<file path="config.mk">
export PLATFORM = sky130hd
export DESIGN_NAME = rinv_decoder
export DESIGN_NICKNAME = d
export VERILOG_FILES = /design/src/rtl/rinv_pkg.sv /design/src/rtl/rinv_fields.sv /design/src/rtl/rinv_range.sv /design/src/rtl/rinv_port.sv /design/src/rtl/rinv_decoder.sv
export SDC_FILE = /design/constraint.sdc
export NUM_CORES = 1
export LEC_CHECK = 0
export BUFFER_PORTS_ARGS = -buffer_cell sky130_fd_sc_hd__buf_2
export CAP_MARGIN = 20
export CORE_UTILIZATION = 35
export DETAILED_ROUTE_END_ITERATION = 8
export MAX_ROUTING_LAYER = met4
export PLACE_DENSITY = 0.67
export SLEW_MARGIN = 0
export SYNTH_ARGS = -nofsm -noshare
export SYNTH_HDL_FRONTEND = slang
export SYNTH_SLANG_ARGS = --single-unit
</file>
<file path="constraint.sdc">
create_clock -name clk -period 2.3 [get_ports clk]
set_clock_uncertainty 0.15 [all_clocks]
set_input_delay 0.23 -clock clk [delete_from_list [all_inputs] [get_ports clk]]
set_output_delay 0.23 -clock clk [all_outputs]
set_load 0.02 [all_outputs]
</file>
<file path="src/rtl/rinv_pkg.sv">
package rinv_pkg;
    localparam int CMD_W    = 128;
    localparam int WORD_W   = 32;
    localparam int OPC_W    = 8;
    localparam int NUM_W    = 5;
    localparam int SCALE_W  = 5;
    localparam int HINT_W   = 2;
    localparam int TG_W     = 2;
    localparam int GRAN_W   = 5;
    localparam int PAGE_W   = NUM_W + 1 + (2 ** SCALE_W) - 1;

    localparam int OPC_LSB   = 0;
    localparam int NUM_LSB   = 12;
    localparam int SCALE_LSB = 20;
    localparam int HINT_LSB  = 8;
    localparam int TG_LSB    = 10;
    localparam int ID_LSB    = 16;
    localparam int ADDR_LSB  = 12;

    localparam logic [31:0] CAP_FLAGS = (32'h1 << 10) | (32'h1 << 2);

    typedef struct packed {
        logic [OPC_W-1:0]   opc;
        logic [NUM_W-1:0]   num;
        logic [SCALE_W-1:0] scale;
        logic [HINT_W-1:0]  hint;
        logic [TG_W-1:0]    tg;
    } ctl_fields_t;
endpackage

</file>
<file path="src/rtl/rinv_fields.sv">
module rinv_fields
    import rinv_pkg::*;
#(
    parameter int ADDR_W = 64,
    parameter int ASID_W = 16
) (
    input  logic [CMD_W-1:0]  cmd,
    output ctl_fields_t       ctl,
    output logic [ASID_W-1:0] asid,
    output logic [ADDR_W-1:0] addr
);
    localparam int NWORDS = CMD_W / WORD_W;

    logic [WORD_W-1:0] w [NWORDS];
    logic [63:0]       full_addr;
    logic              unused_bits;

    for (genvar i = 0; i < NWORDS; i++) begin : g_word
        assign w[i] = cmd[i*WORD_W +: WORD_W];
    end

    always_comb begin
        ctl.opc   = w[0][OPC_LSB   +: OPC_W];
        ctl.num   = w[0][NUM_LSB   +: NUM_W];
        ctl.scale = w[0][SCALE_LSB +: SCALE_W];
        ctl.hint  = w[2][HINT_LSB  +: HINT_W];
        ctl.tg    = w[2][TG_LSB    +: TG_W];
        full_addr = {w[3], w[2][WORD_W-1:ADDR_LSB], {ADDR_LSB{1'b0}}};
        addr      = full_addr[ADDR_W-1:0];
        asid      = w[1][ID_LSB +: ASID_W];
    end

    assign unused_bits = ^cmd;
endmodule

</file>
<file path="src/rtl/rinv_range.sv">
module rinv_range
    import rinv_pkg::*;
#(
    parameter int ADDR_W   = 64,
    parameter int DEF_GRAN = 12
) (
    input  logic [TG_W-1:0]    tg,
    input  logic [HINT_W-1:0]  hint,
    input  logic [NUM_W-1:0]   num,
    input  logic [SCALE_W-1:0] scale,
    output logic [PAGE_W-1:0]  pages,
    output logic [GRAN_W-1:0]  gran,
    output logic [HINT_W-1:0]  hint_eff,
    output logic [ADDR_W-1:0]  mask,
    output logic               exact
);
    logic [PAGE_W-1:0] base_cnt;
    logic [ADDR_W-1:0] span;

    always_comb begin
        if (tg != '0) begin
            base_cnt = PAGE_W'(num) + PAGE_W'(1);
            pages    = base_cnt << scale;
            gran     = GRAN_W'({tg, 1'b0}) + GRAN_W'(10);
            hint_eff = hint;
        end else begin
            base_cnt = PAGE_W'(1);
            pages    = PAGE_W'(1);
            gran     = GRAN_W'(DEF_GRAN);
            hint_eff = '0;
        end
        span  = ADDR_W'(pages) << gran;
        mask  = span - ADDR_W'(1);
        exact = (hint_eff != '0) && (pages == PAGE_W'(1));
    end
endmodule

</file>
<file path="src/rtl/rinv_port.sv">
module rinv_port (
    input  logic clk,
    input  logic rst_n,
    input  logic load,
    input  logic ready,
    output logic valid
);
    typedef struct packed {
        logic pend;
    } port_st_t;

    port_st_t st_d, st_q;

    always_comb begin
        st_d = st_q;
        if (load) begin
            st_d.pend = 1'b1;
        end else if (st_q.pend && ready) begin
            st_d.pend = 1'b0;
        end
    end

    always_ff @(posedge clk or negedge rst_n) begin
        if (!rst_n) st_q <= '0;
        else        st_q <= st_d;
    end

    assign valid = st_q.pend;

    AST_HOLD_UNTIL_ACK: assert property (@(posedge clk) disable iff (!rst_n)
        (valid && !ready) |=> valid);
endmodule

</file>
<file path="src/rtl/rinv_decoder.sv">
module rinv_decoder
    import rinv_pkg::*;
#(
    parameter int          ADDR_W   = 64,
    parameter int          ASID_W   = 16,
    parameter int          DEF_GRAN = 12,
    parameter logic [7:0]  OPC_VA   = 8'h12,
    parameter logic [7:0]  OPC_VAA  = 8'h13
) (
    input  logic              clk,
    input  logic              rst_n,
    input  logic              cmd_valid,
    output logic              cmd_ready,
    input  logic [127:0]      cmd_data,
    output logic              tlb_valid,
    input  logic              tlb_ready,
    output logic              ntf_valid,
    input  logic              ntf_ready,
    output logic [15:0]       req_asid,
    output logic              req_any_asid,
    output logic [63:0]       req_addr,
    output logic [63:0]       req_mask,
    output logic [36:0]       req_pages,
    output logic [4:0]        req_gran,
    output logic [1:0]        req_tg,
    output logic [1:0]        req_ttl,
    output logic              req_exact,
    output logic              unh_valid,
    output logic [7:0]        unh_type,
    output logic [31:0]       cap_word
);
    localparam int NCH = 2;

    typedef struct packed {
        logic [ASID_W-1:0] asid;
        logic              any;
        logic [ADDR_W-1:0] addr;
        logic [ADDR_W-1:0] mask;
        logic [PAGE_W-1:0] pages;
        logic [GRAN_W-1:0] gran;
        logic [TG_W-1:0]   tg;
        logic [HINT_W-1:0] hint;
        logic              exact;
    } req_t;

    typedef struct packed {
        req_t             req;
        logic             unh;
        logic [OPC_W-1:0] unh_opc;
    } dec_st_t;

    dec_st_t st_d, st_q;

    ctl_fields_t       ctl;
    logic [ASID_W-1:0] f_asid;
    logic [ADDR_W-1:0] f_addr;
    logic [PAGE_W-1:0] r_pages;
    logic [GRAN_W-1:0] r_gran;
    logic [HINT_W-1:0] r_hint;
    logic [ADDR_W-1:0] r_mask;
    logic              r_exact;
    logic              accept;
    logic              handled;
    logic              is_all;
    logic [NCH-1:0]    ch_ready;
    logic [NCH-1:0]    ch_valid;

    rinv_fields #(.ADDR_W(ADDR_W), .ASID_W(ASID_W)) u_fields (
        .cmd  (cmd_data),
        .ctl  (ctl),
        .asid (f_asid),
        .addr (f_addr)
    );

    rinv_range #(.ADDR_W(ADDR_W), .DEF_GRAN(DEF_GRAN)) u_range (
        .tg       (ctl.tg),
        .hint     (ctl.hint),
        .num      (ctl.num),
        .scale    (ctl.scale),
        .pages    (r_pages),
        .gran     (r_gran),
        .hint_eff (r_hint),
        .mask     (r_mask),
        .exact    (r_exact)
    );

    assign ch_ready  = {ntf_ready, tlb_ready};
    assign cmd_ready = ~(|ch_valid);
    assign accept    = cmd_valid && cmd_ready;
    assign is_all    = (ctl.opc == OPC_VAA);
    assign handled   = (ctl.opc == OPC_VA) || is_all;

    for (genvar c = 0; c < NCH; c++) begin : g_chan
        rinv_port u_port (
            .clk   (clk),
            .rst_n (rst_n),
            .load  (accept && handled),
            .ready (ch_ready[c]),
            .valid (ch_valid[c])
        );
    end

    always_comb begin
        st_d     = st_q;
        st_d.unh = 1'b0;
        if (accept) begin
            if (handled) begin
                st_d.req.asid  = is_all ? '0 : f_asid;
                st_d.req.any   = is_all;
                st_d.req.addr  = f_addr;
                st_d.req.mask  = r_mask;
                st_d.req.pages = r_pages;
                st_d.req.gran  = r_gran;
                st_d.req.tg    = ctl.tg;
                st_d.req.hint  = r_hint;
                st_d.req.exact = r_exact;
            end else begin
                st_d.unh     = 1'b1;
                st_d.unh_opc = ctl.opc;
            end
        end
    end

    always_ff @(posedge clk or negedge rst_n) begin
        if (!rst_n) st_q <= '0;
        else        st_q <= st_d;
    end

    assign tlb_valid    = ch_valid[0];
    assign ntf_valid    = ch_valid[1];
    assign req_asid     = 16'(st_q.req.asid);
    assign req_any_asid = st_q.req.any;
    assign req_addr     = 64'(st_q.req.addr);
    assign req_mask     = 64'(st_q.req.mask);
    assign req_pages    = st_q.req.pages;
    assign req_gran     = st_q.req.gran;
    assign req_tg       = st_q.req.tg;
    assign req_ttl      = st_q.req.hint;
    assign req_exact    = st_q.req.exact;
    assign unh_valid    = st_q.unh;
    assign unh_type     = st_q.unh_opc;
    assign cap_word     = CAP_FLAGS;

    AST_BUSY_BLOCKS: assert property (@(posedge clk) disable iff (!rst_n)
        (tlb_valid || ntf_valid) |-> !cmd_ready);
    AST_PAYLOAD_HELD: assert property (@(posedge clk) disable iff (!rst_n)
        (tlb_valid || ntf_valid) |=> (!(tlb_valid || ntf_valid) || ($stable(req_addr) && $stable(req_mask))));
    AST_ZERO_CODE_ONE_PAGE: assert property (@(posedge clk) disable iff (!rst_n)
        (tlb_valid && req_tg == 2'd0) |-> (req_pages == 37'd1 && req_ttl == 2'd0));
    AST_MASK_COVERS_GRAN: assert property (@(posedge clk) disable iff (!rst_n)
        tlb_valid |-> ((req_mask & ((64'd1 << req_gran) - 64'd1)) == ((64'd1 << req_gran) - 64'd1)));
    AST_ANY_ID_ZERO: assert property (@(posedge clk) disable iff (!rst_n)
        (tlb_valid && req_any_asid) |-> (req_asid == 16'd0));
    AST_UNH_NO_REQ: assert property (@(posedge clk) disable iff (!rst_n)
        $rose(tlb_valid) |-> !unh_valid);
endmodule

</file>
==> results of run 1 <==
[report_power, final]
group | internal (W) | total, W | switching (W)
combinational | 0.00113 | 0.00260 | 0.00147
clock | 0.00156 | 0.00307 | 0.00151
sequential | 0.00350 | 0.00360 | 0.0000962
total | 0.00619 | 0.00927 | 0.00308
[through the flow]
step	utilization, %	instance area [um2]	setup slack, ns	setup TNS (ns)
3_3_place_gp	49.7	14400	-1.46	-59.95
5_1_grt	57.6	16700	-0.915	-33.45
2_1_floorplan	-	10800	-1.11	-34.64
3_5_place_dp	49.7	14400	-1.50	-62.77
4_1_cts	56.7	16500	-0.743	-25.81
6_report	57.6	16700	-0.797	-28.29
[worst max path at each step]
stage / startpoint / slack, ns / cells past startpoint / endpoint
after CTS: cmd_data[13] / -0.74 / 14 / req_mask[52]
after global routing: cmd_data[12] / -0.91 / 13 / req_mask[51]
after floorplan: cmd_data[12] / -1.11 / 13 / req_mask[52]
final: cmd_data[12] / -0.80 / 15 / req_mask[50]
after global placement: cmd_data[21] / -1.46 / 15 / req_mask[57]
after detailed placement: cmd_data[13] / -1.50 / 14 / req_mask[55]
[flip-flops by register name (all words and copies together) (netlist names)]
signal,cells
unh_valid,1
req_tg,2
req_pages,37
unh_type,8
req_asid,16
req_ttl,2
req_exact,1
g_chan.u_port.valid,2
req_gran,3
req_any_asid,1
req_addr,52
req_mask,64
[critical path: stages]
cell and delay (ns):
buf_8 0.10, ha_4 0.16, and3_4 0.23, xor2_4 0.17, a2111oi_4 0.42, buf_4 0.19
nor4_4 0.05, buf_4 0.16, o221a_4 0.25, o32ai_4 0.14, buf_4 0.17, and4b_1 0.25
nand2_2 0.09, or4b_1 0.50, and3b_1 0.17
[synth_stat cells (14+ instances only)]
cell type	count
o21ai_0	72
xnor2_1	16
dfrtp_1	189
nand3b_1	22
nand3_1	37
clkbuf_1	55
nand2b_1	18
a21oi_1	25
nor3_1	34
buf_4	47
o31ai_1	14
nor2_1	66
nand2_1	365
[layer usage]
metal | part of all wire [%] | track usage (%) | routed length [um] | vias up
li1 | - | - | - | 5462
met1 | 41 | 34.9 | 17700 | 5636
met2 | 49 | 47.3 | 20900 | 480
met3 | 6.1 | 4.27 | 2620 | 93
met4 | 3.6 | 11.1 | 1550 | 0
met5 | 0 | - | 0 | -
[final cells by class]
class	instances	area, um2	area share [%]
clock buffer	17	425	2.55
clock inverter	14	173	1.03
inverter	10	37.5	0.225
multi-input combinational	959	5950	35.6
sequential	189	4730	28.3
tap	384	480	2.87
timing repair buffer	694	4920	29.4
[what timing repair did]
item                                   in CTS  in global routing
endpoints found under the hold margin     124                  0
gates resized for setup                   107                 45
gates cloned                                1                  0
setup buffers                              17                 11
hold buffers                               80                  0
setup endpoints to repair                  49                 51
pin swaps                                  33                 23
[cells by family (layout without fill, tap and decap cells)]
group | count (synthesis) | after routing | share of synthesized area [%]
compound gates | 229 | 229 | 15.2
xor+xnor | 26 | 26 | 2.26
fa+ha+maj | 2 | 2 | 0.240
buf+inv | 133 | 735 | 6.69
flops | 189 | 189 | 45.4
mux | 19 | 19 | 2.00
other cells | 2 | 47 | 0.0721
simple gates | 635 | 636 | 28.1
==> summary.md, run 1 <==
| Metric | Value |
|---|---|
| Reg2reg start | `g_chan[0].u_port.valid` |
| Final ANT Viol Nets | `0` |
| Maximum VDD drop | `0.414 mV` |
| Hold Vio Cnt, Final | `0` |
| Largest net degree at the start of global routing | `67` |
| Non-Filler Instances | `2267` |
| Total congestion overflow | `0` |
| Via count of the first global-routing pass | `11.5k` |
| DP Wirelength | `31200 um` |
| Slew margin rel. | `51.5%` |
| Async S/R FF share, synth | `100%` |
| Unrepaired setup endpoints after global routing | `yes` |
| YS warnings | `0` |
| Total track usage | `28.5%` |
| Failing checks | `setup timing` |
| DP Cell Count | `2129` |
| Die width | `174 um` |
| Die H | `174 um` |
| Crit share post-route | `135%` |
| Worst slew pin tran | `0.719 ns` |
| Setup violators final | `47` |
| Boundary Pins | `369` |
| Top_reg_cell synth | `dfrtp_1` |
| CTS Buffer Depth | `2` |
| # port buffers | `285` |
| Area leader, netlist | `dfrtp_1` |
| Vias per inst | `5.15` |
| CTS H-tree lvls | `4` |
| Mapped cell area | `0.0104 mm2` |
| Fmax | `0.323 GHz` |
| Most frequent cells in the layout | `nand2_1, buf_4, buf_2, dfrtp_1, dlygate4sd3_1` |
| Number of synthesized flops with an enable pin | `0` |
| R2R setup slack | `0.23 ns` |
| Worst Hold Depth | `3` |
| Worst Hold Class | `input port to register` |
| Die area | `0.0304 mm2` |
| Total detailed-routing wirelength | `42800 um` |
| Drt pass-1 iters | `5` |
| Sink Count | `189` |
| Row count | `62` |
| Register area share after synthesis | `45.4%` |
| Clock root buffer | `clkbuf_16` |
| Min Tclk post-route | `3.10 ns` |
| Fraction of layout cells with a size suffix above 1 | `41.1%` |
| Area share of the largest cell type after synthesis | `45.4%` |
| Residual DRC | `0` |
| Antenna Cells | `0` |
| WP data required | `2.49 ns` |
| Critical hold path startpoint | `cmd_valid` |
| Max cap viols | `0` |
| Starting DRT DRC Count | `778` |
| Hold_ws | `0.0323 ns` |
| Mapped Avg Cell Area | `8.43 um2` |
| Status | `finished with violations` |
| Worst-path clk slew | `0.08 ns` |
| CP Max Fanout | `5` |
| Signal arrival time at the worst endpoint | `3.28 ns` |
| Wire length per cell | `18.9 um` |
| Flops & latches, synth | `189` |
| WHS Endpoint | `req_mask[40]` |
| Fin nets | `2006` |
| Routed via count | `11.7k` |
| Synth unique cells | `81` |
| Cell count of the worst reg-to-reg path | `8` |
| Area Overhead vs Synth | `60.6%` |
| Commonest non-fill, non-tap cell in the layout | `nand2_1` |
| Worst R2R End | `req_mask[59]` |
| Worst setup EP type | `register` |
| Total Power | `0.00927 W` |
| Initial antenna violation count | `0` |
| Crit Path Class | `input port to register` |
| Routability cong. | `0.943` |
| Area contributors post-synth | `dfrtp_1, nand2_1, o21ai_0` |
| Global-route wire length before repair | `65100 um` |
| Leakage power | `8.72 nW` |
| Clock latency on the worst-skew pair | `0.44 ns` |
| Initial Util | `35.9%` |
| Final slew viol count | `0` |
| Fill cells | `2543` |
| Critical Path Source Type | `input port` |
| CTS tree | `done` |
| Cts bufs inserted | `17` |
| Post-Synthesis Cells | `1235` |
| Total core area | `0.0290 mm2` |
| Pwr dens | `554 mW/mm2` |
| Setup slack after layout | `-0.797 ns` |
Power figures use the tool's default switching activity.
==> run 2, diff against run 1 <==
CELL_PAD_IN_SITES_DETAIL_PLACEMENT = 1   (was unset)
CELL_PAD_IN_SITES_GLOBAL_PLACEMENT = 1   (was unset)
CORE_UTILIZATION = 37   (was 35)
GPL_ROUTABILITY_DRIVEN = 1   (was unset)
PLACE_DENSITY = 0.89   (was 0.67)
==> run 2 against run 1 <==
- the flow still finishes with violations (setup timing)
- non-clock buffer count rose by 33
- cell area rose by 3.5%
- critical endpoint is now req_mask[39]
- via count rose by 15%
==> summary.md, run 2 (same netlist as run 1, synthesis figures left out) <==
| Metric | Value |
|---|---|
| Status | `finished with violations` |
| Sink Count | `189` |
| Setup slack after layout | `-1.30 ns` |
| WP data required | `2.47 ns` |
| Fill cells | `3221` |
| Starting DRT DRC Count | `1318` |
| Total congestion overflow | `0` |
| Max cap viols | `0` |
| Total detailed-routing wirelength | `60800 um` |
| Cts bufs inserted | `17` |
| Critical Path Source Type | `input port` |
| Commonest non-fill, non-tap cell in the layout | `nand2_1` |
| Worst slew pin tran | `0.911 ns` |
| Setup violators final | `50` |
| Final slew viol count | `0` |
| Residual DRC | `0` |
| Vias per inst | `5.87` |
| DP Cell Count | `2121` |
| Area Overhead vs Synth | `66.1%` |
| Fin nets | `2038` |
| FF+latch area | `0.00473 mm2` |
| Final ANT Viol Nets | `0` |
| CTS Buffer Depth | `2` |
| Die H | `170 um` |
| Largest net degree at the start of global routing | `78` |
| Non-Filler Instances | `2295` |
| Initial Util | `37.6%` |
| CTS H-tree lvls | `4` |
| Footprint of the multi-input gates | `0.00621 mm2` |
| Maximum VDD drop | `0.503 mV` |
| Initial antenna violation count | `1` |
| Crit Path Class | `input port to register` |
| DP Wirelength | `36800 um` |
| Drt pass-1 iters | `5` |
| Most frequent cells in the layout | `nand2_1, buf_4, buf_2, dfrtp_1, dlygate4sd3_1` |
| Worst Hold Class | `input port to async pin` |
| Fmax | `0.278 GHz` |
| Slew margin rel. | `39.0%` |
| Total Power | `0.00972 W` |
| Pwr dens | `562 mW/mm2` |
| Total track usage | `40.0%` |
| Unrepaired setup endpoints after global routing | `yes` |
| Wire length per cell | `26.5 um` |
| Hold Vio Cnt, Final | `0` |
| Min Tclk post-route | `3.60 ns` |
| CTS tree | `done` |
| Failing checks | `setup timing` |
| Max reg flops | `64` |
| Setup_tns | `-37.82 ns` |
| Worst setup EP type | `register` |
| Boundary Pins | `369` |
| Placed inst area | `0.0144 mm2` |
| Fraction of layout cells with a size suffix above 1 | `44.4%` |
| CP Max Fanout | `6` |
| Die width | `170 um` |
| # port buffers | `285` |
| Worst-path clk slew | `0.10 ns` |
| Clock latency on the worst-skew pair | `0.45 ns` |
| Signal arrival time at the worst endpoint | `3.77 ns` |
| Final Instance Area | `0.0173 mm2` |
| Leakage power | `8.96 nW` |
| Row count | `61` |
| Die area | `0.0288 mm2` |
| Routed via count | `13.5k` |
| Total core area | `0.0277 mm2` |
| Routability cong. | `0.987` |
| Clock root buffer | `clkbuf_16` |
| Global-route wire length before repair | `83400 um` |
| Crit share post-route | `156%` |
| Via count of the first global-routing pass | `13.8k` |
[run 2: cell count changes in the layout (fill, tap and decap cells not counted), moves of 6 or more]
cell / previous run / this run
o21ai_2: 5 / 12
o21ai_0: 49 / 37
nor3_1: 27 / 21
buf_4: 303 / 317
buf_6: 17 / 35
[run 2: final timing paths]
path,startpoint,to,slack (ns),cells past startpoint
setup / recovery,cmd_data[13],req_mask[39],-1.30,17
setup reg to reg,g_chan[0].u_port.valid,req_mask[45],0.18,6
hold / removal,rst_n,req_mask[33],0.05,2
min in group clk,cmd_data[74],req_tg[0],0.06,4
max in group asynchronous,rst_n,req_asid[5],1.23,3
hold reg to reg,req_asid[6],req_asid[6],0.33,2
[run 2: timing repair]
| item | CTS | global route |
|---|---|---|
| cloned | 0 | 1 |
| pin swaps | 32 | 52 |
| hold buffers | 80 | 0 |
| buffers inserted | 26 | 38 |
| setup endpoints to repair | 49 | 111 |
| hold endpoints to repair | 268 | 0 |
| gates resized for setup | 128 | 109 |
[run 2: area by class of cell]
type	instances	share of cell area [%]
Timing Repair Buffer	727	30.3
Clock buffer	19	2.62
Inverter	10	0.217
Multi-Input combinational cell	958	35.9
Antenna cell	1	0.0145
Clock inverter	13	0.839
Tap cell	378	2.73
Sequential cell	189	27.3
[run 2: through the flow]
stage / util (%) / worst slack [ns] / hold WS [ns]
after global placement: 51.9 / -1.33 / -0.00779
after CTS: 59.6 / -0.722 / 0.0215
final: 62.4 / -1.30 / 0.0499
after detailed placement: 51.9 / -1.48 / -0.00897
after global routing: 62.4 / -1.28 / 0.0722
after floorplan: - / -1.11 / -0.216
[run 2: worst max-delay path: stages]
cell and delay, ns:
buf_8 0.10, buf_6 0.12, and4_4 0.19, and3_4 0.20, buf_6 0.12, nor4_4 0.32, nor2_4 0.07, buf_12 0.14
a222oi_1 0.44, nand4_1 0.24, buf_4 0.20, and3b_2 0.28, buf_6 0.15, buf_4 0.12, nand4_1 0.14, xnor2_1 0.56
o21ai_0 0.16
[run 2: report_power, final]
part           switching, W  internal, W
sequential         0.000140      0.00351
clock               0.00153      0.00160
combinational       0.00172      0.00122
[run 2: per-layer routing]
layer / global-route usage (%) / share of wire [%]
met5: - / 0
met4: 28.9 / 8.7
met3: 7.07 / 7.6
met2: 67.0 / 49
met1: 42.6 / 35
==> run 3, diff against run 2 <==
clock period = 3.8 ns   (was 2.3 ns; I/O delays follow)
==> run 3 against run 2 <==
- the flow now finishes without violations
- total power fell by 44%
- clock power fell by 40%
- sequential share of layout area rose by 4.6 points
==> summary.md, run 3 (same netlist as run 1, synthesis figures left out) <==
| Metric | Value |
|---|---|
| Hold_ws | `0.00906 ns` |
| Critical path buffers and inverters | `5` |
| Area Overhead vs Synth | `42.1%` |
| Worst setup EP type | `register` |
| Footprint of the multi-input gates | `0.00522 mm2` |
| Crit share post-route | `95.9%` |
| CTS H-tree lvls | `4` |
| Residual DRC | `0` |
| Initial Util | `37.6%` |
| Row count | `61` |
| Maximum VDD drop | `0.275 mV` |
| Setup slack after layout | `0.154 ns` |
| Final Instance Area | `0.0148 mm2` |
| FF+latch area | `0.00473 mm2` |
| Hold Vio Cnt, Final | `0` |
| Crit path max-delay family | `compound AO/OA/AOI/OAI gates` |
| Worst-path clk slew | `0.08 ns` |
| Critical Path Source Type | `input port` |
| CP Cell Sequence | `buf_2 -> buf_4 -> and3_1 -> mux2i_1 -> a211oi_1 -> buf_4 -> o31ai_1 -> a211oi_1 -> buf_4 -> and2_1 -> and4b_1 -> nand2_1 -> buf_4 -> xor2_1 -> o21ai_0` |
| Final core utilization | `53.4%` |
| Crit Path Class | `input port to register` |
| Largest net degree at the start of global routing | `137` |
| # port buffers | `285` |
| Clock network power share | `34.7%` |
| Signal arrival time at the worst endpoint | `3.80 ns` |
| Total core area | `0.0277 mm2` |
| Status | `complete, no violations` |
| Leakage power | `7.90 nW` |
| Logic gate share of total power | `24.7%` |
| Max cap viols | `0` |
| Worst slack at placement | `-0.386 ns` |
| Routed via count | `11.7k` |
| CTS Buffer Depth | `2` |
| Total detailed-routing wirelength | `47400 um` |
| Sw Share | `33.6%` |
| Placed inst area | `0.0136 mm2` |
| Clock root buffer | `clkbuf_16` |
| Pwr dens | `365 mW/mm2` |
| Worst path max stage delay | `0.74 ns` |
| Total congestion overflow | `0` |
| Cts bufs inserted | `17` |
| Max reg flops | `64` |
| Final ANT Viol Nets | `0` |
| Min Tclk post-route | `3.65 ns` |
| Non-Filler Instances | `2135` |
| Boundary Pins | `369` |
| Die area | `0.0288 mm2` |
| Fin nets | `1877` |
| Fmax | `0.274 GHz` |
| Starting DRT DRC Count | `878` |
| Routability cong. | `0.988` |
| Most frequent CP cell | `buf_4` |
| CTS tree | `done` |
| Initial antenna violation count | `2` |
| Fraction of layout cells with a size suffix above 1 | `33.9%` |
| DP Wirelength | `33200 um` |
| Worst Hold Class | `input port to register` |
| P_sw | `0.00181 W` |
| Most frequent cells in the layout | `nand2_1, buf_2, buf_4, dfrtp_1, o21ai_0` |
| Worst slew pin tran | `0.889 ns` |
| Worst path slowest cell | `o31ai_1` |
| Commonest non-fill, non-tap cell in the layout | `nand2_1` |
| Slew margin rel. | `40.2%` |
| Drt pass-1 iters | `5` |
| Die H | `170 um` |
| Fill cells | `3396` |
| CP Max Fanout | `10` |
| DP Cell Count | `2050` |
| Die width | `170 um` |
| Via count of the first global-routing pass | `12.3k` |
| Sink Count | `189` |
| Wire length per cell | `22.2 um` |
| Setup violators final | `0` |
| Total track usage | `33.6%` |
| Vias per inst | `5.46` |
| WP data required | `3.95 ns` |
| Seq pwr share | `40.6%` |
| Final slew viol count | `0` |
| Global-route wire length before repair | `71200 um` |
| Clock latency on the worst-skew pair | `0.45 ns` |
| Internal | `0.00358 W` |
run 3: metal layers:
metal,global-route usage [%],part of all wire [%],vias to the layer above
met2,56.8,50,529
met5,-,0,-
met1,36.3,37,5762
met4,20.8,6.3,0
met3,6.74,6.7,164
li1,-,-,5196
run 3: worst paths after layout:
| path | start | to | slack, ns | cells after the start |
|---|---|---|---|---|
| max | cmd_data[12] | req_mask[34] | 0.15 | 15 |
| min | cmd_data[90] | req_addr[26] | 0.009 | 3 |
| max reg2reg | g_chan[1].u_port.valid | req_pages[32] | 1.25 | 4 |
| min reg2reg | req_mask[9] | req_mask[9] | 0.32 | 1 |
| max in group asynchronous | rst_n | req_gran[1] | 2.21 | 3 |
| min in group asynchronous | rst_n | req_mask[24] | 0.35 | 2 |
run 3: tightest hold or removal path, cell delays in order:
cell     delay [ns]
buf_2          0.08
nand2_1        0.06
nand2_1        0.06
run 3: what timing repair did:
action | 4_1_cts | 5_1_grt
resized for setup | 0 | 13
endpoints found under the setup margin | 0 | 26
setup buffers | 0 | 4
hold buffers | 47 | 0
hold endpoints to repair | 138 | 0
run 3: metrics by stage:
| step | power (W) | TNS, ns |
|---|---|---|
| final | 0.00540 | 0 |
| after CTS | 0.00537 | 0 |
| after global placement | 0.00342 | -6.32 |
| after detailed placement | 0.00347 | -8.59 |
| after global routing | 0.00559 | -0.0441 |
| after floorplan | 0.00286 | 0 |
run 3: power groups by stage:
stage	Combinational, W	Sequential [W]	Clock [W]
6_report	0.00133	0.00219	0.00187
4_1_cts	0.00129	0.00219	0.00190
3_5_place_dp	0.00124	0.00222	0
3_3_place_gp	0.00120	0.00222	0
2_1_floorplan	0.000500	0.00236	0
5_1_grt	0.00141	0.00220	0.00197
run 3: layout make-up:
| cell class | instances | area share, % |
|---|---|---|
| inverters | 10 | 0.254 |
| repair buffers | 566 | 25.2 |
| clock buffers | 18 | 2.90 |
| diodes | 2 | 0.0338 |
| clock inverters | 14 | 1.13 |
| well taps | 378 | 3.20 |
| flip-flops and latches | 189 | 32.0 |
| multi-input cells | 958 | 35.3 |
